<file path="src/rtl/db_pkg.sv">
package db_pkg;
  localparam int unsigned NREG  = 4;
  localparam int unsigned NPORT = 2;
  localparam int unsigned SEL_W = $clog2(NREG);
  localparam int unsigned ADDR_W = SEL_W + 1;
  // register select values (address bits [ADDR_W-1:1])
  localparam int unsigned REG_PRI_REQ  = 0;
  localparam int unsigned REG_SEC_REQ  = 1;
  localparam int unsigned REG_PRI_MASK = 2;
  localparam int unsigned REG_SEC_MASK = 3;
endpackage

</file>
<file path="src/rtl/db_port_dec.sv">
module db_port_dec
  import db_pkg::*;
#(
  parameter int unsigned DATA_W = 16,
  localparam int unsigned NBYTE = DATA_W / 8
) (
  input  logic [ADDR_W-1:0]            addr_i,
  input  logic [NBYTE-1:0]             be_i,
  input  logic [DATA_W-1:0]            wdata_i,
  input  logic                         we_i,
  output logic [NREG-1:0][DATA_W-1:0]  set_o,
  output logic [NREG-1:0][DATA_W-1:0]  clr_o
);
  logic [DATA_W-1:0] bmask;
  logic [DATA_W-1:0] wbits;

  for (genvar b = 0; b < NBYTE; b++) begin : g_byte
    assign bmask[b*8 +: 8] = {8{be_i[b]}};
  end

  assign wbits = wdata_i & bmask;

  for (genvar r = 0; r < NREG; r++) begin : g_reg
    logic hit;
    assign hit      = we_i && (addr_i[ADDR_W-1:1] == SEL_W'(r));
    assign set_o[r] = (hit && !addr_i[0]) ? wbits : '0;
    assign clr_o[r] = (hit &&  addr_i[0]) ? wbits : '0;
  end
endmodule

</file>
<file path="src/rtl/db_bit_reg.sv">
module db_bit_reg #(
  parameter int unsigned DATA_W = 16,
  parameter logic [DATA_W-1:0] RST_VAL = '0
) (
  input  logic              clk_i,
  input  logic              rst_ni,
  input  logic [DATA_W-1:0] set_i,
  input  logic [DATA_W-1:0] clr_i,
  output logic [DATA_W-1:0] q_o
);
  always_ff @(posedge clk_i or negedge rst_ni) begin
    if (!rst_ni) q_o <= RST_VAL;
    else         q_o <= (q_o | set_i) & ~clr_i;  // clear dominates
  end
endmodule

</file>
<file path="src/rtl/db_irq.sv">
module db_irq #(
  parameter int unsigned DATA_W = 16
) (
  input  logic              clk_i,
  input  logic              rst_ni,
  input  logic [DATA_W-1:0] req_i,
  input  logic [DATA_W-1:0] mask_i,
  output logic              irq_no
);
  always_ff @(posedge clk_i or negedge rst_ni) begin
    if (!rst_ni) irq_no <= 1'b1;
    else         irq_no <= ~|(req_i & ~mask_i);
  end
endmodule

</file>
<file path="src/rtl/doorbell_ctrl.sv">
module doorbell_ctrl
  import db_pkg::*;
#(
  parameter int unsigned DATA_W = 16,
  localparam int unsigned NBYTE = DATA_W / 8
) (
  input  logic              clk_i,
  input  logic              rst_ni,
  input  logic [2:0]        pri_addr_i,
  input  logic [NBYTE-1:0]  pri_be_i,
  input  logic [DATA_W-1:0] pri_wdata_i,
  input  logic              pri_we_i,
  output logic [DATA_W-1:0] pri_rdata_o,
  input  logic [2:0]        sec_addr_i,
  input  logic [NBYTE-1:0]  sec_be_i,
  input  logic [DATA_W-1:0] sec_wdata_i,
  input  logic              sec_we_i,
  output logic [DATA_W-1:0] sec_rdata_o,
  output logic              pri_irq_no,
  output logic              sec_irq_no
);
  logic [NPORT-1:0][ADDR_W-1:0] p_addr;
  logic [NPORT-1:0][NBYTE-1:0]  p_be;
  logic [NPORT-1:0][DATA_W-1:0] p_wdata;
  logic [NPORT-1:0]             p_we;
  logic [NPORT-1:0][NREG-1:0][DATA_W-1:0] p_set, p_clr;
  logic [NREG-1:0][DATA_W-1:0]  set_all, clr_all;
  logic [NREG-1:0][DATA_W-1:0]  reg_q;
  logic [NPORT-1:0]             irq_n;

  assign p_addr[0]  = pri_addr_i;
  assign p_addr[1]  = sec_addr_i;
  assign p_be[0]    = pri_be_i;
  assign p_be[1]    = sec_be_i;
  assign p_wdata[0] = pri_wdata_i;
  assign p_wdata[1] = sec_wdata_i;
  assign p_we[0]    = pri_we_i;
  assign p_we[1]    = sec_we_i;

  for (genvar p = 0; p < NPORT; p++) begin : g_port
    db_port_dec #(.DATA_W(DATA_W)) u_dec (
      .addr_i  (p_addr[p]),
      .be_i    (p_be[p]),
      .wdata_i (p_wdata[p]),
      .we_i    (p_we[p]),
      .set_o   (p_set[p]),
      .clr_o   (p_clr[p])
    );
  end

  always_comb begin
    set_all = '0;
    clr_all = '0;
    for (int p = 0; p < NPORT; p++) begin
      set_all = set_all | p_set[p];
      clr_all = clr_all | p_clr[p];
    end
  end

  for (genvar r = 0; r < NREG; r++) begin : g_reg
    localparam logic [DATA_W-1:0] RV =
      (r == REG_PRI_MASK || r == REG_SEC_MASK) ? {DATA_W{1'b1}} : '0;
    db_bit_reg #(.DATA_W(DATA_W), .RST_VAL(RV)) u_reg (
      .clk_i  (clk_i),
      .rst_ni (rst_ni),
      .set_i  (set_all[r]),
      .clr_i  (clr_all[r]),
      .q_o    (reg_q[r])
    );
  end

  assign pri_rdata_o = reg_q[pri_addr_i[ADDR_W-1:1]];
  assign sec_rdata_o = reg_q[sec_addr_i[ADDR_W-1:1]];

  for (genvar s = 0; s < NPORT; s++) begin : g_irq
    localparam int unsigned RQ = (s == 0) ? REG_PRI_REQ  : REG_SEC_REQ;
    localparam int unsigned MK = (s == 0) ? REG_PRI_MASK : REG_SEC_MASK;
    db_irq #(.DATA_W(DATA_W)) u_irq (
      .clk_i  (clk_i),
      .rst_ni (rst_ni),
      .req_i  (reg_q[RQ]),
      .mask_i (reg_q[MK]),
      .irq_no (irq_n[s])
    );
  end

  assign pri_irq_no = irq_n[0];
  assign sec_irq_no = irq_n[1];
endmodule

</file>
<file path="config.mk">
export PLATFORM = sky130hd
export DESIGN_NAME = doorbell_ctrl
export DESIGN_NICKNAME = d
export VERILOG_FILES = /design/src/rtl/db_pkg.sv /design/src/rtl/db_port_dec.sv /design/src/rtl/db_bit_reg.sv /design/src/rtl/db_irq.sv /design/src/rtl/doorbell_ctrl.sv
export SDC_FILE = /design/constraint.sdc
export NUM_CORES = 1
export LEC_CHECK = 0
export ABC_CLOCK_PERIOD_IN_PS = 2660
export BUFFER_PORTS_ARGS = -buffer_cell sky130_fd_sc_hd__buf_2
export CAP_MARGIN = 20
export CORE_MARGIN = 2
export CORE_UTILIZATION = 62
export CTS_CLUSTER_DIAMETER = 60
export CTS_CLUSTER_SIZE = 30
export DETAILED_ROUTE_END_ITERATION = 12
export GPL_TIMING_DRIVEN = 0
export PLACE_DENSITY = 0.86
export SYNTH_ARGS = -nofsm -noshare
export SYNTH_HDL_FRONTEND = slang
export SYNTH_SLANG_ARGS = --single-unit
</file>
<file path="constraint.sdc">
create_clock -name clk_i -period 2.66 [get_ports clk_i]
set_input_delay 0.266 -clock clk_i [delete_from_list [all_inputs] [get_ports clk_i]]
set_output_delay 0.266 -clock clk_i [all_outputs]
set_load 0.01 [all_outputs]
</file>
Yosys cells after proc, flatten, opt, wreduce, memory -nomap -nowiden
Cells that the tools add are included.

Eq/ne operators: 6. Reductions and logical operators: 32. Order comparisons: 2. Muxes and demuxes: 20. Bitwise operators: 20.

Operator list (count): $mux 16 (18); $and 16x16->16 (8); $or 64x64->64 (2); $not 16->16 (6); $bmux 16 s2 (2); $or 16x16->16 (4); $reduce_or 16->1 (2); $logic_and 1x1->1 (24); $eq 2x2->1 const B (4); $lt 2x3->1 const B (2); $eq 2x1->1 const B (2); $logic_not 1->1 (4); $logic_not 2->1 (2).

Output and inout bits: 34. Bits of input ports: 46. Register bits: 66. Word-level logic and storage cells: 86.

Longest topological paths before layout
Gate-level depths: netlist of the first run.

Word-level depth: 7. Gate-level depth with buffers: 6. Mapped depth without buffers: 3.

Modules after synthesis
From an unflattened synthesis of the first run, not the netlist that was laid out.

Cells, all modules: 712. Area total of the unflattened synthesis: 5950.7 µm².

Modules (own cells, without submodules): db_port_dec (cells an instance 186, area each 845.8 µm², sequential area each 0.0 µm², instances 2); doorbell_ctrl (cells an instance 168, area each 1649.1 µm², sequential area each 0.0 µm², instances 1); db_bit_reg (g_reg[2].u_reg ...) (cells an instance 32, area each 580.6 µm², sequential area each 420.4 µm², instances 2); db_bit_reg (g_reg[0].u_reg ...) (cells an instance 32, area each 560.5 µm², sequential area each 400.4 µm², instances 2); db_irq (cells an instance 22, area each 163.9 µm², sequential area each 26.3 µm², instances 2).

Least setup slack after synthesis of the first run
OpenSTA, ideal clock, no wires.

Path type: input-to-output. Start point: in pri_addr_i[1]. End point: out pri_rdata_o[10]. Slack: 1224 ps. Stages on the path: 3. Data required time: 2394 ps. Data arrival time: 1170 ps. Buffers on the path: 2. Cells stage by stage: buf_4 -> buf_6 -> mux4_2.

Cells in the longest elaborated chain, start to end: 2.

Ends and longest elaborated chain: start: declaration (line doorbell_ctrl.sv:9) `input logic [2:0] pri_addr_i,`; $bmux 16 s2 (line doorbell_ctrl.sv:72) `assign pri_rdata_o = reg_q[pri_addr_i[ADDR_W-1:1]];`; $mux 16 (not written as such) (line doorbell_ctrl.sv:72); end: declaration (line doorbell_ctrl.sv:13) `output logic [DATA_W-1:0] pri_rdata_o,`.

Every way passes these cells. The select of a mux whose other input is x is not followed.

Worst setup path after layout of the first run
Start point: in pri_addr_i[2]. End point: out pri_rdata_o[14].

The elaborated chain is that of the path after synthesis.

==> run_results.csv, run 1 <==
group,metric,value,unit
setup_path,crit_path_end_kind,"output port",
clocking,cts_tree,"yes",
timing,timing.slew.headroom,42.7,%
timing,finClkSkew,19.0,ps
setup_path,arrival,1690,ps
setup_path,r2r_setup_slack,1200,ps
cells_and_area,synthToLayoutAreaGrowth,14.3,%
synth,ys_ff_latch,66,
global_route,grt_overflow_total,0,
placement,dpl_cell_area,5550,µm²
synth,ys_types,26,
cells_and_area,final_cells,645,
synth,syn-num-nets,498,
global_route,grt_usage,40.0,%
clocking,cts-hold-fix-buffers,0,
global_route,grt_pass1_vias,4807,
clocking,worstSkewPairLatency,380,ps
detailed_routing,vias_per_cell,7.63,
global_route,grt_pass1_wl,25.9,mm
placement,dp_hpwl,11.5,mm
timing,rsz0062_at_grt,"false",
detailed_routing,wl_per_cell,26.7,µm
run_status,violations,"negative hold slack",
clocking,cts-root-buf,"clkbuf_8",
setup_path,cp-start-kind,"input port",
placement,routabilityCongestion,0.980,
floorplanning,coreArea,7810,µm²
clocking,ctsResizeCount,0,
global_route,antenna_found_initial,0,
detailed_routing,routed_wl,17.2,mm
floorplanning,start_util,64.6,%
run_status,outcome,"finished with violations",
power_and_ir_drop,p_leak,2.35,nW
timing,slew_violations,0,
detailed_routing,drt-pass1-iter-count,5,
detailed_routing,antenna_left,0,
timing,min_period,1960,ps
synth,yosys.area.top_type_share,17.7,%
synth,synth_top_area_cell,"dfstp_2",
floorplanning,rows,32,
setup_path,worstSetupPathType,"input port to output port",
timing,tns,0,ps
floorplanning,die-width,94.2,µm
timing,setup_violations,0,
timing,finalCritPeriodShare,73.7,%
setup_path,critPathRequiredTime,2390,ps
clocking,cts_setup_buffers,0,
floorplanning,die_area,8870,µm²
placement,port_buffers,75,
synth,synth_area_leaders,"dfstp_2, dfrtp_1, a221oi_2",
flow_run,maxCapViolCount,0,
synth,synth_area,5040,µm²
detailed_routing,drt_iter0_drc,772,
cells_and_area,drive_gt1_share,45.7,%
timing,fin_hold_ws,-1.20,ps
setup_path,path_max_fanout,10,
synth,ys_seq_area_share,33.6,%
clocking,cts_buffers,9,
power_and_ir_drop,powerDensity,709,nW/µm²
synth,syn_avg_cell_area,11.2,µm²
floorplanning,die_h,94.2,µm
clocking,clockBufferDepth,2,
clocking,clock_sinks,66,
global_route,grt_max_degree,67,
clocking,cts_htree_levels,3,
timing,worst_pin_slew,859,ps
cells_and_area,fin_area,5760,µm²
timing,hold_viol_final,1,
clocking,clk_pin_slew,80,ps
detailed_routing,vias,4920,
hold_path,min_path_type,"input port to async pin",
power_and_ir_drop,power.ir.vdd_worst,0.430,mV
synth,syn-instance-count,452,
cells_and_area,nets,584,
detailed_routing,post-route-drc-count,0,
synth,ys.warnings.count,0,
floorplanning,ioPinCount,80,
timing,fmax,510,MHz
cells_and_area,diodes,0,
placement,placed_cells,629,
## final cells by class
type                    instances  area (µm²)
flip-flops and latches         66        1690
inverters                       8        30.0
fillers                       538        2040
clock inverters                 7        93.8
well taps                     102         128
repair buffers                 75         378
plain buffers                  40         302
clock buffers                   9         124
multi-input cells             338        3020
## state kept, by name, summed over array words and instances (netlist names)
| signal | count |
|---|---|
| g.u_reg.q_o | 64 |
| g_irq.u_irq.irq_no | 2 |
## power by group
part	total (W)	internal (W)	switching, W	leakage (nW)
clock network	0.000974	0.000526	0.000448	0.105
registers	0.00172	0.00137	0.000350	0.742
logic	0.00140	0.000719	0.000676	1.50
## cells in the final DEF (no fill, tap or decap)
cell type   instances
inv_1               8
nand4b_2            3
clkbuf_1            5
bufinv_16           2
and4bb_1            4
o22ai_1            64
buf_2              89
nor4_1              2
nor2_1             64
nand4bb_1           2
nand2_1            32
nand2b_1           24
nand4_2             2
nand4b_4            1
clkinv_2            2
clkbuf_8            9
clkinv_4            1
buf_1               1
a221oi_2           49
and2_1             32
and4b_1             2
a221oi_1           15
o2111ai_1           8
buf_12              1
buf_4               6
nor4b_4             2
dfrtp_1            32
dfstp_2            34
mux4_2             32
clkinvlp_4          2
buf_6              13
## critical path, cell delays in order
cell    delay, ps
buf_2         170
buf_2         310
buf_2         390
mux4_2        390
buf_2         160
## per-layer routing
layer	track usage [%]	part of all wire, %	vias up
li1	-	-	1981
met4	23.2	5.6	0
met5	0	0	-
met1	50.7	35	2353
met3	11.8	13	110
met2	60.8	46	476
## cells by family after synthesis
family                 count (synthesis)  synth area share (%)
buffers and inverters                 48                  6.58
multiplexers                          32                  14.3
AO/OA/AOI/OAI                        136                  26.5
flip-flops                            66                  33.6
AND/OR/NAND/NOR                      170                  19.0
## cell usage after synthesis (all sizes together)
library cell,number
a221oi,64
nor2,64
o22ai,64
buf,35
dfstp,34
and2,32
dfrtp,32
mux4,32
nand2,32
nand2b,24
inv,8
o2111ai,8
clkbuf,5
and4bb,4
nand4b,4
and4b,2
nand4,2
nand4bb,2
nor4,2
nor4b,2
## worst paths after layout
| check | start | endpoint | cells after the start |
|---|---|---|---|
| worst min-delay path | rst_ni | g_reg[1].u_reg.q_o[6] | 1 |
| max in group asynchronous | rst_ni | g_reg[0].u_reg.q_o[14] | 1 |
| worst min register to register | g_reg[0].u_reg.q_o[14] | g_reg[0].u_reg.q_o[14] | 2 |
| min in group clk_i | pri_wdata_i[11] | g_reg[2].u_reg.q_o[11] | 4 |
| worst max-delay path | pri_addr_i[2] | pri_rdata_o[14] | 5 |
| worst max register to register | g_reg[3].u_reg.q_o[1] | g_irq[1].u_irq.irq_no | 3 |
## stage by stage
| step | utilization, % | power, W | setup slack [ps] |
|---|---|---|---|
| after global routing | 73.8 | 0.00424 | 713 |
| final | 73.8 | 0.00409 | 700 |
| after CTS | 73.8 | 0.00403 | 760 |
| after detailed placement | 71.0 | 0.00307 | 762 |
| after global placement | 71.0 | 0.00301 | 789 |
| after floorplan | - | 0.00256 | 1220 |
No activity file was read; power rests on OpenSTA's default activity.
==> run 2: changes to the inputs <==
ABC_CLOCK_PERIOD_IN_PS = 1600   (was 2660)
CORE_UTILIZATION = 52   (was 62)
PLACE_DENSITY = 0.77   (was 0.86)
clock period = 1.6 ns   (was 2.66 ns; I/O delays follow)
==> run_results.csv, run 2 (synthesis gave the netlist of run 1 again) <==
group,metric,value,unit
run_status,outcome,"finished with violations",
run_status,violations,"negative setup slack",
power_and_ir_drop,finalPower,0.00681,W
cells_and_area,diodes,0,
floorplanning,start_util,54.0,%
hold_path,min_path_type,"input port to flip-flop",
timing,hold_viol_final,0,
cells_and_area,final_cell_mix,"buf_2, o22ai_1, nor2_1, a221oi_2, dfstp_2",
clocking,clk_pin_slew,90,ps
setup_path,path_cells,"mux4_2 -> buf_6",
global_route,grt_max_degree,67,
setup_path,arrival,1460,ps
global_route,grt_pass1_wl,26.0,mm
power_and_ir_drop,p_leak,2.44,nW
floorplanning,die_h,102,µm
power_and_ir_drop,power.ir.vdd_worst,0.662,mV
detailed_routing,post-route-drc-count,0,
setup_path,worstRegToRegCells,3,
setup_path,max_stage_delay,520,ps
placement,dp_hpwl,11.5,mm
cells_and_area,nets,599,
setup_path,crit_path_end_kind,"output port",
clocking,cts-root-buf,"clkbuf_8",
placement,dpl_cell_area,5580,µm²
floorplanning,die-width,102,µm
setup_path,r2r-start,"g_reg[3].u_reg.q_o[2]",
placement,port_buffers,75,
detailed_routing,antenna_left,0,
placement,preCtsSetupSlack,-72.7,ps
power_and_ir_drop,powerDensity,1140,nW/µm²
detailed_routing,drt-pass1-iter-count,7,
global_route,antenna_found_initial,0,
setup_path,endpoint,"sec_rdata_o[15]",
floorplanning,die_area,10500,µm²
cells_and_area,top_regs,"g.u_reg.q_o (64), g_irq.u_irq.irq_no (2)",
global_route,grt_overflow_total,0,
setup_path,path_max_fanout,4,
setup_path,r2r-end,"g_irq[1].u_irq.irq_no",
cells_and_area,synthToLayoutAreaGrowth,18.2,%
detailed_routing,vias_per_cell,7.08,
detailed_routing,drt_iter0_drc,665,
flow_run,maxCapViolCount,0,
detailed_routing,routed_wl,17.1,mm
clocking,worstSkewPairLatency,370,ps
clocking,clock_sinks,66,
timing,setup_violations,2,
timing,slew_violations,0,
placement,routabilityCongestion,0.996,
timing,worst_slack,-16.7,ps
setup_path,cp-start-kind,"flip-flop",
clocking,cts_buffers,9,
cells_and_area,final_common_cell,"buf_2",
setup_path,r2r_setup_slack,90,ps
detailed_routing,wl_per_cell,24.9,µm
setup_path,slowest_stage,"mux4_2",
cells_and_area,drive_gt1_share,47.0,%
timing,finClkSkew,12.6,ps
cells_and_area,top_register,"g.u_reg.q_o",
floorplanning,coreArea,9330,µm²
timing,rsz0062_at_grt,"true",
timing,timing.slew.headroom,41.4,%
timing,worst_pin_slew,879,ps
timing,min_period,1620,ps
timing,fmax,619,MHz
setup_path,worstSetupPathType,"flip-flop to output port",
floorplanning,ioPinCount,80,
clocking,clockBufferDepth,2,
cells_and_area,fin_area,5960,µm²
cells_and_area,largest_register_ffs,64,
setup_path,startpoint,"g_reg[0].u_reg.q_o[15]",
clocking,cts_htree_levels,3,
global_route,grt_pass1_vias,4756,
timing,finalCritPeriodShare,101,%
floorplanning,rows,35,
clocking,cts_tree,"yes",
global_route,grt_usage,33.7,%
detailed_routing,vias,4864,
setup_path,critPathRequiredTime,1440,ps
run 2: stage by stage:
stage,setup TNS (ps),instances,util [%],hold WS (ps)
floorplan,0,452,-,-136
global placement,-435,656,59.8,512
detailed placement,-521,656,59.8,316
CTS,0,673,62.2,168
global route,-65.1,687,63.9,173
finish,-22.2,687,63.9,165
run 2: worst min path at each step:
stage                    startpoint                endpoint  depth (start not counted)
finish              pri_wdata_i[11]  g_reg[3].u_reg.q_o[11]                          4
global route         pri_wdata_i[8]   g_reg[3].u_reg.q_o[8]                          4
CTS                 pri_wdata_i[11]  g_reg[3].u_reg.q_o[11]                          4
detailed placement           rst_ni   g_reg[0].u_reg.q_o[3]                          1
global placement     sec_wdata_i[2]   g_reg[2].u_reg.q_o[2]                          4
floorplan                    rst_ni   g_reg[0].u_reg.q_o[0]                          0
run 2: timing repair:
item,4_1_cts,5_1_grt
pin swaps,0,0
hold endpoints to repair,32,0
buffers inserted,0,14
setup endpoints to repair,12,26
gates resized for setup,4,11
hold buffers,1,0
cloned,0,0
run 2: critical path: cells and delay by family (launching register included):
kind / cells / cell delay, ps
multiplexers: 1 / 520
flip-flops: 1 / 430
buffers and inverters: 1 / 150
run 2: cell type report:
class,count,area [µm²]
tap,129,161
timing repair buffer,90,524
clock inverter,7,70.1
inverter,8,30.0
multi-input combinational,338,3020
clock buffer,9,124
buffer,40,338
fill,735,3370
sequential,66,1690
run 2: report_power, final:
part,internal [W],total (W),switching [W]
logic,0.00136,0.00255,0.00119
clock network,0.000717,0.00147,0.000750
registers,0.00228,0.00279,0.000514
run 2: per-layer routing:
layer | GRT usage, % | wire length (µm) | up-vias
met5 | 0 | 0 | -
met1 | 45.0 | 6300 | 2342
met3 | 7.46 | 1980 | 92
met4 | 20.5 | 896 | 0
li1 | - | - | 2025
met2 | 50.3 | 7940 | 405
